==> config.mk <==
export PLATFORM = sky130hd
export DESIGN_NAME = qspi_master
export DESIGN_NICKNAME = d
export VERILOG_FILES = /design/src/rtl/qspi_pkg.sv /design/src/rtl/qspi_baud.sv /design/src/rtl/qspi_shift.sv /design/src/rtl/qspi_seq.sv /design/src/rtl/qspi_master.sv
export SDC_FILE = /design/constraint.sdc
export NUM_CORES = 1
export LEC_CHECK = 0
export ABC_AREA = 1
export CORE_MARGIN = 2
export CORE_UTILIZATION = 40
export CTS_CLUSTER_SIZE = 40
export DETAILED_ROUTE_END_ITERATION = 6
export GPL_TIMING_DRIVEN = 1
export SYNTH_ARGS = -nofsm -noshare
export SYNTH_HDL_FRONTEND = slang
export SYNTH_SLANG_ARGS = --single-unit
export TNS_END_PERCENT = 50
==> constraint.sdc <==
create_clock -name clk -period 3.1 [get_ports clk]
set_input_delay 0.775 -clock clk [delete_from_list [all_inputs] [get_ports clk]]
set_output_delay 0.775 -clock clk [all_outputs]
set_load 0.005 [all_outputs]
==> src/rtl/qspi_pkg.sv <==
package qspi_pkg;

  localparam int unsigned SEL_W = 4;

  typedef enum logic [2:0] {
    ST_IDLE,
    ST_LOAD,
    ST_SETUP,
    ST_HIGH,
    ST_LOW,
    ST_STORE,
    ST_GAP
  } seq_st_t;

  typedef struct packed {
    logic             hold;
    logic [SEL_W-1:0] sel;
  } qcmd_t;

  localparam int unsigned CMD_W = $bits(qcmd_t);

endpackage

==> src/rtl/qspi_baud.sv <==
module qspi_baud #(
  parameter int unsigned DIV_W = 8
) (
  input  logic             clk,
  input  logic             rst_n,
  input  logic             en,
  input  logic [DIV_W-1:0] div,
  output logic             tick
);

  logic [DIV_W:0] cnt_q, cnt_d, reload;

  assign reload = {1'b0, div} + 1'b1;
  assign tick   = en && (cnt_q == '0);

  always_comb begin
    cnt_d = cnt_q;
    if (!en)       cnt_d = reload;
    else if (tick) cnt_d = reload;
    else           cnt_d = cnt_q - 1'b1;
  end

  always_ff @(posedge clk or negedge rst_n) begin
    if (!rst_n) cnt_q <= '0;
    else        cnt_q <= cnt_d;
  end


  half_period_floor_chk: assert property (@(posedge clk) disable iff (!rst_n)
    tick |=> !tick);

endmodule

==> src/rtl/qspi_shift.sv <==
module qspi_shift #(
  parameter int unsigned W = 16
) (
  input  logic         clk,
  input  logic         rst_n,
  input  logic         load,
  input  logic [W-1:0] load_word,
  input  logic         sample,
  input  logic         shift,
  input  logic         miso,
  output logic         mosi,
  output logic [W-1:0] rx_word
);

  logic [W-1:0] tx_q, tx_d, rx_q, rx_d;

  always_comb begin
    tx_d = tx_q;
    rx_d = rx_q;
    if (load)       tx_d = load_word;
    else if (shift) tx_d = {tx_q[W-2:0], 1'b0};
    if (sample)     rx_d = {rx_q[W-2:0], miso};
  end

  always_ff @(posedge clk or negedge rst_n) begin
    if (!rst_n) begin
      tx_q <= '0;
      rx_q <= '0;
    end else begin
      tx_q <= tx_d;
      rx_q <= rx_d;
    end
  end

  assign mosi    = tx_q[W-1];
  assign rx_word = rx_q;


  mosi_steady_chk: assert property (@(posedge clk) disable iff (!rst_n)
    (!load && !shift) |=> $stable(mosi));

endmodule

==> src/rtl/qspi_seq.sv <==
module qspi_seq
  import qspi_pkg::*;
#(
  parameter int unsigned DATA_W = 16,
  parameter int unsigned QDEPTH = 32,
  localparam int unsigned IDX_W = $clog2(QDEPTH),
  localparam int unsigned BC_W  = $clog2(DATA_W)
) (
  input  logic             clk,
  input  logic             rst_n,
  input  logic             go_req,
  input  logic             halt_req,
  input  logic             wrap,
  input  logic [IDX_W-1:0] first_ptr,
  input  logic [IDX_W-1:0] last_ptr,
  input  logic [SEL_W-1:0] idle_sel,
  input  qcmd_t            cmd,
  input  logic             tick,
  output logic             tmr_en,
  output logic [IDX_W-1:0] idx,
  output logic             load,
  output logic             sample,
  output logic             shift,
  output logic             store,
  output logic             done_set,
  output logic             sclk,
  output logic [SEL_W-1:0] sel,
  output logic             busy
);

  seq_st_t          st_q, st_d;
  logic [IDX_W-1:0] idx_q, idx_d, idx_inc;
  logic [SEL_W-1:0] sel_q, sel_d;
  logic [BC_W-1:0]  bc_q, bc_d;
  logic             sclk_q, sclk_d;
  logic             stop_q, stop_d;
  logic             last_bit, at_end;

  assign last_bit = (bc_q == BC_W'(DATA_W-1));
  assign at_end   = (idx_q == last_ptr);
  assign idx_inc  = (idx_q == IDX_W'(QDEPTH-1)) ? '0 : idx_q + 1'b1;

  always_comb begin
    st_d     = st_q;
    idx_d    = idx_q;
    sel_d    = sel_q;
    bc_d     = bc_q;
    sclk_d   = sclk_q;
    stop_d   = stop_q;
    load     = 1'b0;
    sample   = 1'b0;
    shift    = 1'b0;
    store    = 1'b0;
    done_set = 1'b0;
    if (halt_req && st_q != ST_IDLE) stop_d = 1'b1;
    unique case (st_q)
      ST_IDLE: begin
        sel_d  = idle_sel;
        sclk_d = 1'b0;
        stop_d = 1'b0;
        if (go_req) begin
          st_d  = ST_LOAD;
          idx_d = first_ptr;
        end
      end
      ST_LOAD: begin
        load  = 1'b1;
        sel_d = cmd.sel;
        bc_d  = '0;
        st_d  = ST_SETUP;
      end
      ST_SETUP, ST_LOW: begin
        if (tick) begin
          sclk_d = 1'b1;
          sample = 1'b1;
          st_d   = ST_HIGH;
        end
      end
      ST_HIGH: begin
        if (tick) begin
          sclk_d = 1'b0;
          if (last_bit) begin
            st_d = ST_STORE;
          end else begin
            shift = 1'b1;
            bc_d  = bc_q + 1'b1;
            st_d  = ST_LOW;
          end
        end
      end
      ST_STORE: begin
        store = 1'b1;
        if (at_end) done_set = 1'b1;
        if (stop_d || (at_end && !wrap)) begin
          st_d   = ST_IDLE;
          sel_d  = idle_sel;
          stop_d = 1'b0;
        end else begin
          idx_d = at_end ? first_ptr : idx_inc;
          if (!cmd.hold) sel_d = idle_sel;
          st_d = ST_GAP;
        end
      end
      ST_GAP: begin
        if (stop_d) begin
          st_d   = ST_IDLE;
          sel_d  = idle_sel;
          stop_d = 1'b0;
        end else if (tick) begin
          st_d = ST_LOAD;
        end
      end
      default: st_d = ST_IDLE;
    endcase
  end

  always_ff @(posedge clk or negedge rst_n) begin
    if (!rst_n) begin
      st_q   <= ST_IDLE;
      idx_q  <= '0;
      sel_q  <= {SEL_W{1'b1}};
      bc_q   <= '0;
      sclk_q <= 1'b0;
      stop_q <= 1'b0;
    end else begin
      st_q   <= st_d;
      idx_q  <= idx_d;
      sel_q  <= sel_d;
      bc_q   <= bc_d;
      sclk_q <= sclk_d;
      stop_q <= stop_d;
    end
  end

  assign tmr_en = (st_q == ST_SETUP) || (st_q == ST_HIGH) ||
                  (st_q == ST_LOW)   || (st_q == ST_GAP);
  assign idx    = idx_q;
  assign sclk   = sclk_q;
  assign sel    = sel_q;
  assign busy   = (st_q != ST_IDLE);


  sclk_on_tick_chk: assert property (@(posedge clk) disable iff (!rst_n)
    !tick |=> $stable(sclk_q));


  sel_held_in_xfer_chk: assert property (@(posedge clk) disable iff (!rst_n)
    (st_q == ST_HIGH || st_q == ST_LOW) |=> $stable(sel_q));


  idx_moves_at_boundary_chk: assert property (@(posedge clk) disable iff (!rst_n)
    (st_q != ST_STORE && st_q != ST_IDLE) |=> $stable(idx_q));


  idle_quiet_chk: assert property (@(posedge clk) disable iff (!rst_n)
    (!busy && $past(!busy)) |-> (!sclk_q && sel_q == $past(idle_sel)));

endmodule

==> src/rtl/qspi_master.sv <==
module qspi_master
  import qspi_pkg::*;
#(
  parameter int unsigned DATA_W = 16,
  parameter int unsigned QDEPTH = 32,
  parameter int unsigned DIV_W  = 8,
  localparam int unsigned IDX_W = $clog2(QDEPTH)
) (
  input  logic              clk,
  input  logic              rst_n,
  input  logic              wr_en,
  input  logic [1:0]        wr_space,
  input  logic [IDX_W-1:0]  wr_addr,
  input  logic [DATA_W-1:0] wr_data,
  input  logic [IDX_W-1:0]  rd_addr,
  output logic [DATA_W-1:0] rd_data,
  output logic              sclk,
  output logic              mosi,
  input  logic              miso,
  output logic [SEL_W-1:0]  pcs,
  output logic [IDX_W-1:0]  cur_idx,
  output logic              busy,
  output logic              done_irq
);

  localparam int unsigned PTR_HI_LSB = 8;

  logic [DATA_W-1:0] tx_mem [QDEPTH];
  qcmd_t             cmd_mem[QDEPTH];
  logic [DATA_W-1:0] rx_mem [QDEPTH];

  logic [DIV_W-1:0] div_q, div_d;
  logic [IDX_W-1:0] first_q, first_d, last_q, last_d;
  logic             wrap_q, wrap_d;
  logic [SEL_W-1:0] idle_q, idle_d;
  logic             done_q, done_d;

  logic wr_tx, wr_cmd, wr_div, wr_ptr, wr_ctl, wr_clr;
  logic go_req, halt_req;
  logic tick, tmr_en, load, sample, shift, store, done_set;
  logic [DATA_W-1:0] rx_word;
  logic [IDX_W-1:0]  idx;

  assign wr_tx  = wr_en && (wr_space == 2'd0);
  assign wr_cmd = wr_en && (wr_space == 2'd1);
  assign wr_div = wr_en && (wr_space == 2'd2) && (wr_addr == IDX_W'(0));
  assign wr_ptr = wr_en && (wr_space == 2'd2) && (wr_addr == IDX_W'(1));
  assign wr_ctl = wr_en && (wr_space == 2'd2) && (wr_addr == IDX_W'(2));
  assign wr_clr = wr_en && (wr_space == 2'd2) && (wr_addr == IDX_W'(3));

  assign go_req   = wr_ctl &&  wr_data[0];
  assign halt_req = wr_ctl && !wr_data[0];

  always_ff @(posedge clk) begin
    if (wr_tx)  tx_mem[wr_addr]  <= wr_data;
    if (wr_cmd) cmd_mem[wr_addr] <= qcmd_t'(wr_data[CMD_W-1:0]);
    if (store)  rx_mem[idx]      <= rx_word;
  end

  always_comb begin
    div_d   = div_q;
    first_d = first_q;
    last_d  = last_q;
    wrap_d  = wrap_q;
    idle_d  = idle_q;
    done_d  = done_q;
    if (wr_div) div_d = wr_data[DIV_W-1:0];
    if (wr_ptr) begin
      first_d = wr_data[IDX_W-1:0];
      last_d  = wr_data[PTR_HI_LSB +: IDX_W];
    end
    if (wr_ctl) begin
      wrap_d = wr_data[1];
      idle_d = wr_data[4 +: SEL_W];
    end
    if (wr_clr)   done_d = 1'b0;
    if (done_set) done_d = 1'b1;
  end

  always_ff @(posedge clk or negedge rst_n) begin
    if (!rst_n) begin
      div_q   <= '0;
      first_q <= '0;
      last_q  <= '0;
      wrap_q  <= 1'b0;
      idle_q  <= {SEL_W{1'b1}};
      done_q  <= 1'b0;
    end else begin
      div_q   <= div_d;
      first_q <= first_d;
      last_q  <= last_d;
      wrap_q  <= wrap_d;
      idle_q  <= idle_d;
      done_q  <= done_d;
    end
  end

  qspi_baud #(.DIV_W(DIV_W)) u_baud (
    .clk  (clk),
    .rst_n(rst_n),
    .en   (tmr_en),
    .div  (div_q),
    .tick (tick)
  );

  qspi_shift #(.W(DATA_W)) u_shift (
    .clk      (clk),
    .rst_n    (rst_n),
    .load     (load),
    .load_word(tx_mem[idx]),
    .sample   (sample),
    .shift    (shift),
    .miso     (miso),
    .mosi     (mosi),
    .rx_word  (rx_word)
  );

  qspi_seq #(.DATA_W(DATA_W), .QDEPTH(QDEPTH)) u_seq (
    .clk      (clk),
    .rst_n    (rst_n),
    .go_req   (go_req),
    .halt_req (halt_req),
    .wrap     (wrap_q),
    .first_ptr(first_q),
    .last_ptr (last_q),
    .idle_sel (idle_q),
    .cmd      (cmd_mem[idx]),
    .tick     (tick),
    .tmr_en   (tmr_en),
    .idx      (idx),
    .load     (load),
    .sample   (sample),
    .shift    (shift),
    .store    (store),
    .done_set (done_set),
    .sclk     (sclk),
    .sel      (pcs),
    .busy     (busy)
  );

  assign rd_data  = rx_mem[rd_addr];
  assign cur_idx  = idx;
  assign done_irq = done_q;


  done_at_last_entry_chk: assert property (@(posedge clk) disable iff (!rst_n)
    $rose(done_irq) |-> ($past(cur_idx) == last_q));


  done_clear_chk: assert property (@(posedge clk) disable iff (!rst_n)
    (wr_clr && !done_set) |=> !done_irq);

endmodule

==> metrics.txt, run 1 <==
status finished with violations; failing checks setup timing; final antenna diode count 0; switching power 13.61 mW; compound-gate portion of the synthesized area 0.09916; Lkg Pwr about 21 nW; Peak VDD IR 0.0005959 V; Slew @ Worst Pin 1.288 ns; largest family of logic cells by synthesized area simple AND/OR/NAND/NOR gates; I/O pins 61; Max Fclk 302.0 MHz; Clk pwr share 0.338; CORE AREA 127500 µm²; DRC 0; DIE AREA about 130000 µm²; Worst setup EP type primary output; initial antenna violation count 4; largest stage delay on the critical path 0.50 ns; Syn. warnings 0; Post-Synth Simple-Gate Area 0.1286; crit path max fanout 10; CTS Buffer Depth 3; total power 44.12 mW; Clk Latency, worst-skew pair around 0.77 ns; Final setup viols 5; MaxCap Viol Count 0; CP dominant cell by count nand2_1; worst path buffer plus inverter count 4; sequential-to-total area share from yosys stat 0.7326; met3 Use GR 0.03332; area grow syn2layout 17.93%; P per Cell Area 728.1 nW/µm²; Pre-Repair DR Iteration Count 6; critical path's slowest cell clkdlybuf4s50_1; Setup crit start kind input port; RSZ-0062 raised after global routing yes; skew final 0.02173 ns; Worst Path Class, Setup input port to primary output; DR vias 33.45k; CTS Buf Count about 130; DR WL/cell 21.94 µm; Final HPWL DP 79870 µm; Post-synth EDFFs 1184; met2 GRT Util 0.3394; die height about 360 µm; first-pass GRT wire length about 200000 µm; largest net degree at the start of global routing 153; Flop pwr share 0.450; CTS tree done; Hold Vio Cnt, Final 0; Core Rows about 130; remaining global-route overflow 0; crit-path cells buf_12 -> bufbuf_16 -> buf_4 -> o21bai_1 -> o221ai_2 -> nand3_2 -> nand2_1 -> nand2_1 -> nand2_1 -> clkdlybuf4s50_1; H-tree levels 4; Via density 5.406; Synth cell types between 40 and 50; clk slew on worst S/H paths 0.06 ns; Top FF cell, synth edfxtp_1; Synth Area in Adders 0.001948; number of port buffers 60; Crit path max-delay family buffers and inverters; share of cells above drive strength 1 0.1335; ys async rst share 0.06551; Max-slew headroom 0.1412; Final Cycle Share 1.068; synth top area cells edfxtp_1 69%, nand2_1 6.3%, nor2_1 4.7%, o21ai_0 4.2%, dfrtp_1 3.7%; post-synthesis mux area share 0.003287; Slew Viols, Final 0; NumNets Final 4456; post-place setup slack -0.4458 ns; setup ws final -0.2109 ns; XOR/XNOR Fraction of Synth Area 0.002216; Mean Syn Cell Area approximately 12 µm²; GR peak layer met2; post-synth top area cell edfxtp_1; clk sinks 1267; final core occ 0.4752; worst path arrival time 2.54 ns; root buffer cell clkbuf_16; number of global-route vias before repair 32.08k; Tightest Hold Check Type input port to flip-flop; WP data required 2.32 ns; Starting Density 0.4029; top cell type's share of synthesized area 0.6919; post-route ant nets 0; Chip Width 362.4 µm; Net Sw Frac 0.3085; GRT Util Overall 0.2045; P_int between 30 and 40 mW; WL final between 100000 and 150000 µm; Netlist Area Pre-Place 51380 µm²; DR iter-0 viols 3521; #FFs+latches synth 1267; Tmin final 3.311 ns; met1 global-route usage 0.2777; Final Wtd Congestion 0.8369; Combinational Power Share 0.212; Syn Nets 4218; Syn Inst Count 4178
==> final timing paths <==
path,startpoint,endpoint,slack (ns),depth (start not counted)
min in group asynchronous,rst_n,u_seq.stop_q,0.57,2
max in group asynchronous,rst_n,u_shift.rx_word[14],1.85,3
worst max register to register,u_seq.idx[0],rx_mem[8][2],0.56,5
worst min-delay path,wr_data[0],cmd_mem[22][0],0.29,1
worst min register to register,u_seq.sel[3],u_seq.sel[3],0.47,2
worst max-delay path,rd_addr[1],rd_data[11],-0.21,10
==> flip-flops by register name (all words and copies together), names as in the netlist <==
name / cells
first_q: 5
u_seq.st_q: 3
idle_q: 4
u_seq.bc_q: 4
u_shift.rx_word: 16
last_q: 5
wrap_q: 1
u_seq.idx: 5
u_seq.sel: 4
tx_mem: 512
u_shift.tx_q: 16
cmd_mem: 160
u_seq.sclk: 1
u_seq.stop_q: 1
u_baud.cnt_q: 9
rx_mem: 512
done_irq: 1
div_q: 8
==> cells by family after synthesis <==
family                     Yosys count
xor gates and xnor gates            13
DFF                               1267
adders and majority gates            8
buffers and inverters              352
muxes                               15
AOI/OAI and AO/OA                  846
and+or+nand+nor                   1677
==> power by group through the flow <==
stage	Sequential, mW	Clock, mW	Combinational, mW
global route	19.9	15.9	10.4
CTS	19.9	15.2	9.34
detailed placement	20.2	0	9.21
finish	19.9	14.9	9.34
global placement	20.2	0	9.10
floorplan	19.9	0	6.25
==> routing by layer <==
layer  wire (µm)  part of all wire  up-vias
met3        8510             0.063      196
li1            -                 -    15490
met2       65970              0.49     1136
met5           0                 0        -
met4        2985             0.022        0
met1       58280              0.43    16630
==> metrics by stage <==
| step | hold WS [ns] | instance area [µm²] | instances | setup TNS (ns) |
|---|---|---|---|---|
| after CTS | 0.2487 | 60450 | 6182 | -0.7071 |
| after detailed placement | 0.4617 | 55770 | 5919 | -5.704 |
| after floorplan | 0.4479 | 51380 | 4178 | 0 |
| final | 0.2888 | 60600 | 6187 | -0.3961 |
| after global placement | 0.4606 | 55770 | 5919 | -5.517 |
| after global routing | 0.2590 | 60600 | 6187 | -1.102 |
==> synth_stat cells (13+ instances only) <==
cell and instances:
buf_6 18, o221ai_1 102, a32oi_1 13, o22ai_1 129, nand2_1 858, edfxtp_1 1184
inv_1 86, clkbuf_1 125, o21ai_0 429, nand3_1 139, buf_2 89, nor3_1 17
dfrtp_1 75, nor2_1 638, o21bai_1 103, a21oi_1 61
==> cell type report <==
class	instances	area [µm²]
fill	11210	66920
sequential	1267	37650
multi-input combinational	2559	12390
timing repair buffer	357	3994
clock buffer	181	3571
tap	1662	2079
clock inverter	64	503.0
inverter	96	399.1
timing repair inverter	1	8.758
==> what timing repair did <==
action	CTS	global route
resized for setup	89	37
setup endpoints to repair	17	17
pin swaps	21	23
endpoints found under the hold margin	27	0
cloned	10	1
setup buffers	8	6
hold buffers	1	0
==> cells in the final DEF (no fill, tap or decap), drive strengths merged, types with 15 or more instances in the layout <==
cell type / synthesis / routed
a21oi: 62 / 62
buf: 131 / 300
clkbuf: 125 / 186
clkdlybuf4s50: 0 / 36
clkinv: 2 / 54
dfrtp: 75 / 75
edfxtp: 1184 / 1184
inv: 94 / 101
mux2: 15 / 15
nand2: 861 / 861
nand3: 140 / 140
nor2: 645 / 645
nor3: 24 / 24
o21ai: 435 / 435
o21bai: 103 / 103
o221ai: 102 / 102
o22ai: 129 / 129
(Power assumes the default switching activity.)
==> run 2: changes to the inputs <==
--- a/config.mk
+++ b/config.mk
@@ -6,6 +6,7 @@
 export NUM_CORES = 1
 export LEC_CHECK = 0
 export ABC_AREA = 1
+export CAP_MARGIN = 20
 export CORE_MARGIN = 2
 export CORE_UTILIZATION = 40
 export CTS_CLUSTER_SIZE = 40
==> run 2 against run 1 <==
Compared with the run above:
- setup slack worse by 0.045 ns
- wire length rose by 1.1%
- final cell count about the same
- clock-buffer cell count down 10
- the run still ends with setup timing left
- highest routed layer unchanged
- power increased by 1.5%
- die area unchanged
- clock skew up 0.0087 ns
- first-iteration DRC count rose by 0.20%
- register-to-register slack about the same
==> metrics.txt, run 2 (same netlist as run 1, synthesis figures left out) <==
DR iter-0 viols 3528; CTS tree done; Worst setup EP type primary output; Setup crit start kind input port; Max-slew headroom 0.3426; DP Area 55820 µm²; number of port buffers 60; WL final 137200 µm; failing checks setup timing; Net Sw Frac 0.3049; skew final 0.03039 ns; Final Wtd Congestion 0.8369; largest net degree at the start of global routing 153; Peak VDD IR between 0.0006 and 0.0007 V; RSZ-0062 raised after global routing yes; Finished Cell Area roughly 61000 µm²; Final Cycle Share 1.083; setup ws final -0.2559 ns; CTS Buf Count 137; status finished with violations; Final HPWL DP 80080 µm; final core occ 0.4796; Starting Density 0.4029; area grow syn2layout 19.02%; P_int 31.14 mW; Largest regs rx_mem x512, tx_mem x512, cmd_mem x160; DR vias 33.56k; GRT Util Overall 0.2033; Lkg Pwr 21.52 nW; WP data required roughly 2.3 ns; clk sinks about 1.3k; Flop pwr share 0.441; root buffer cell clkbuf_16; NumNets Final 4471; Pre-Repair DR Iteration Count 6; Chip Width 362.4 µm; Slew Viols, Final 0; Slew @ Worst Pin 0.9860 ns; worst path arrival time 2.58 ns; DIE AREA around 130000 µm²; DRC 0; P per Cell Area 732.6 nW/µm²; Tmin final 3.356 ns; Fillers 11.15k; total power ~45 mW; MaxCap Viol Count 0; Reg area approximately 38000 µm²; RR Startpoint u_seq.idx[0]; I/O pins 61; remaining global-route overflow 0; DR WL/cell 22.16 µm; share of cells above drive strength 1 0.1378; Final setup viols 8; final setup TNS -1.231 ns; post-place setup slack -0.4441 ns; CP dominant cell by count nand2_1; Via density 5.422; largest stage delay on the critical path around 0.50 ns; Tightest Hold Check Type input port to flip-flop; number of global-route vias before repair 32.22k; Core Rows 131; Worst Path Class, Setup input port to primary output; most common cell after layout, fill and taps aside edfxtp_1; die height 362.4 µm; CORE AREA 127500 µm²; critical path's slowest cell clkdlybuf4s50_1; Max Fclk between 200 and 300 MHz; clk slew on worst S/H paths 0.06 ns; initial antenna violation count 4; Critical path origin rd_addr[1]; area of the multi-input gates 12410 µm²; Clk pwr share 0.345; switching power between 10 and 15 mW; hold path startpoint wr_data[0]; crit-path cells buf_16 -> clkbuf_16 -> o21bai_1 -> o221ai_1 -> buf_4 -> nand3_1 -> nand2_1 -> nand2_1 -> nand2_1 -> clkdlybuf4s50_1; Combinational Power Share 0.214; hold path depth 1; FF-to-FF path depth 5; post-route ant nets 0; Clk Latency, worst-skew pair 0.76 ns; CTS Buffer Depth 3; final antenna diode count 0; crit path max fanout 14; first-pass GRT wire length 201600 µm; Hold Vio Cnt, Final 0; most frequent cells in the layout 1184 x edfxtp_1, 841 x nand2_1, 622 x nor2_1; H-tree levels 4
## run 2: per-stage QoR
stage	hold WS (ns)	instances
global placement	0.4606	5919
finish	0.3005	6190
detailed placement	0.4617	5921
floorplan	0.4479	4178
global route	0.2579	6190
CTS	0.2515	6171
## run 2: power groups by stage
stage / combinational (mW) / sequential, mW / clock [mW]
2_1_floorplan: 6.25 / 19.9 / 0
3_3_place_gp: 9.10 / 20.2 / 0
3_5_place_dp: 9.20 / 20.2 / 0
4_1_cts: 9.32 / 19.8 / 15.7
5_1_grt: 10.6 / 19.8 / 16.4
6_report: 9.58 / 19.8 / 15.5
## run 2: layout make-up
class                           count  area share
Clock buffer                      171     0.05966
Clock inverter                     65    0.009493
Inverter                           96    0.006527
Multi-Input combinational cell   2559      0.2030
Sequential cell                  1267      0.6156
Tap cell                         1662     0.03400
Timing Repair Buffer              369     0.07153
Timing Repair inverter              1   0.0001432
## run 2: repair_timing
action / 4_1_cts / 5_1_grt
endpoints found under the hold margin: 1 / 0
setup endpoints to repair: 17 / 17
hold buffers: 1 / 0
resized for setup: 58 / 64
setup buffers: 8 / 4
cloned: 6 / 12
pin swaps: 17 / 19
## run 2: path summary, 6_finish.rpt
kind	slack, ns	to
setup / recovery	-0.26	rd_data[12]
hold / removal	0.30	cmd_mem[22][0]
setup reg to reg	0.55	rx_mem[2][2]
hold reg to reg	0.47	u_seq.sel[3]
max in group asynchronous	1.82	u_shift.rx_word[15]
min in group asynchronous	0.58	u_seq.bc_q[1]
## run 2: critical path: cells and delay by family
kind                   cells  cell delay (ns)
AOI/OAI and AO/OA          2             0.37
buffers and inverters      4             1.04
and+or+nand+nor            4             0.38
## run 2: per-layer routing
metal	wire length (µm)	part of all wire	track usage
met4	3035	0.022	0.05817
met5	0	0	0
met3	8754	0.064	0.03440
met1	58840	0.43	0.2773
met2	66570	0.49	0.3351
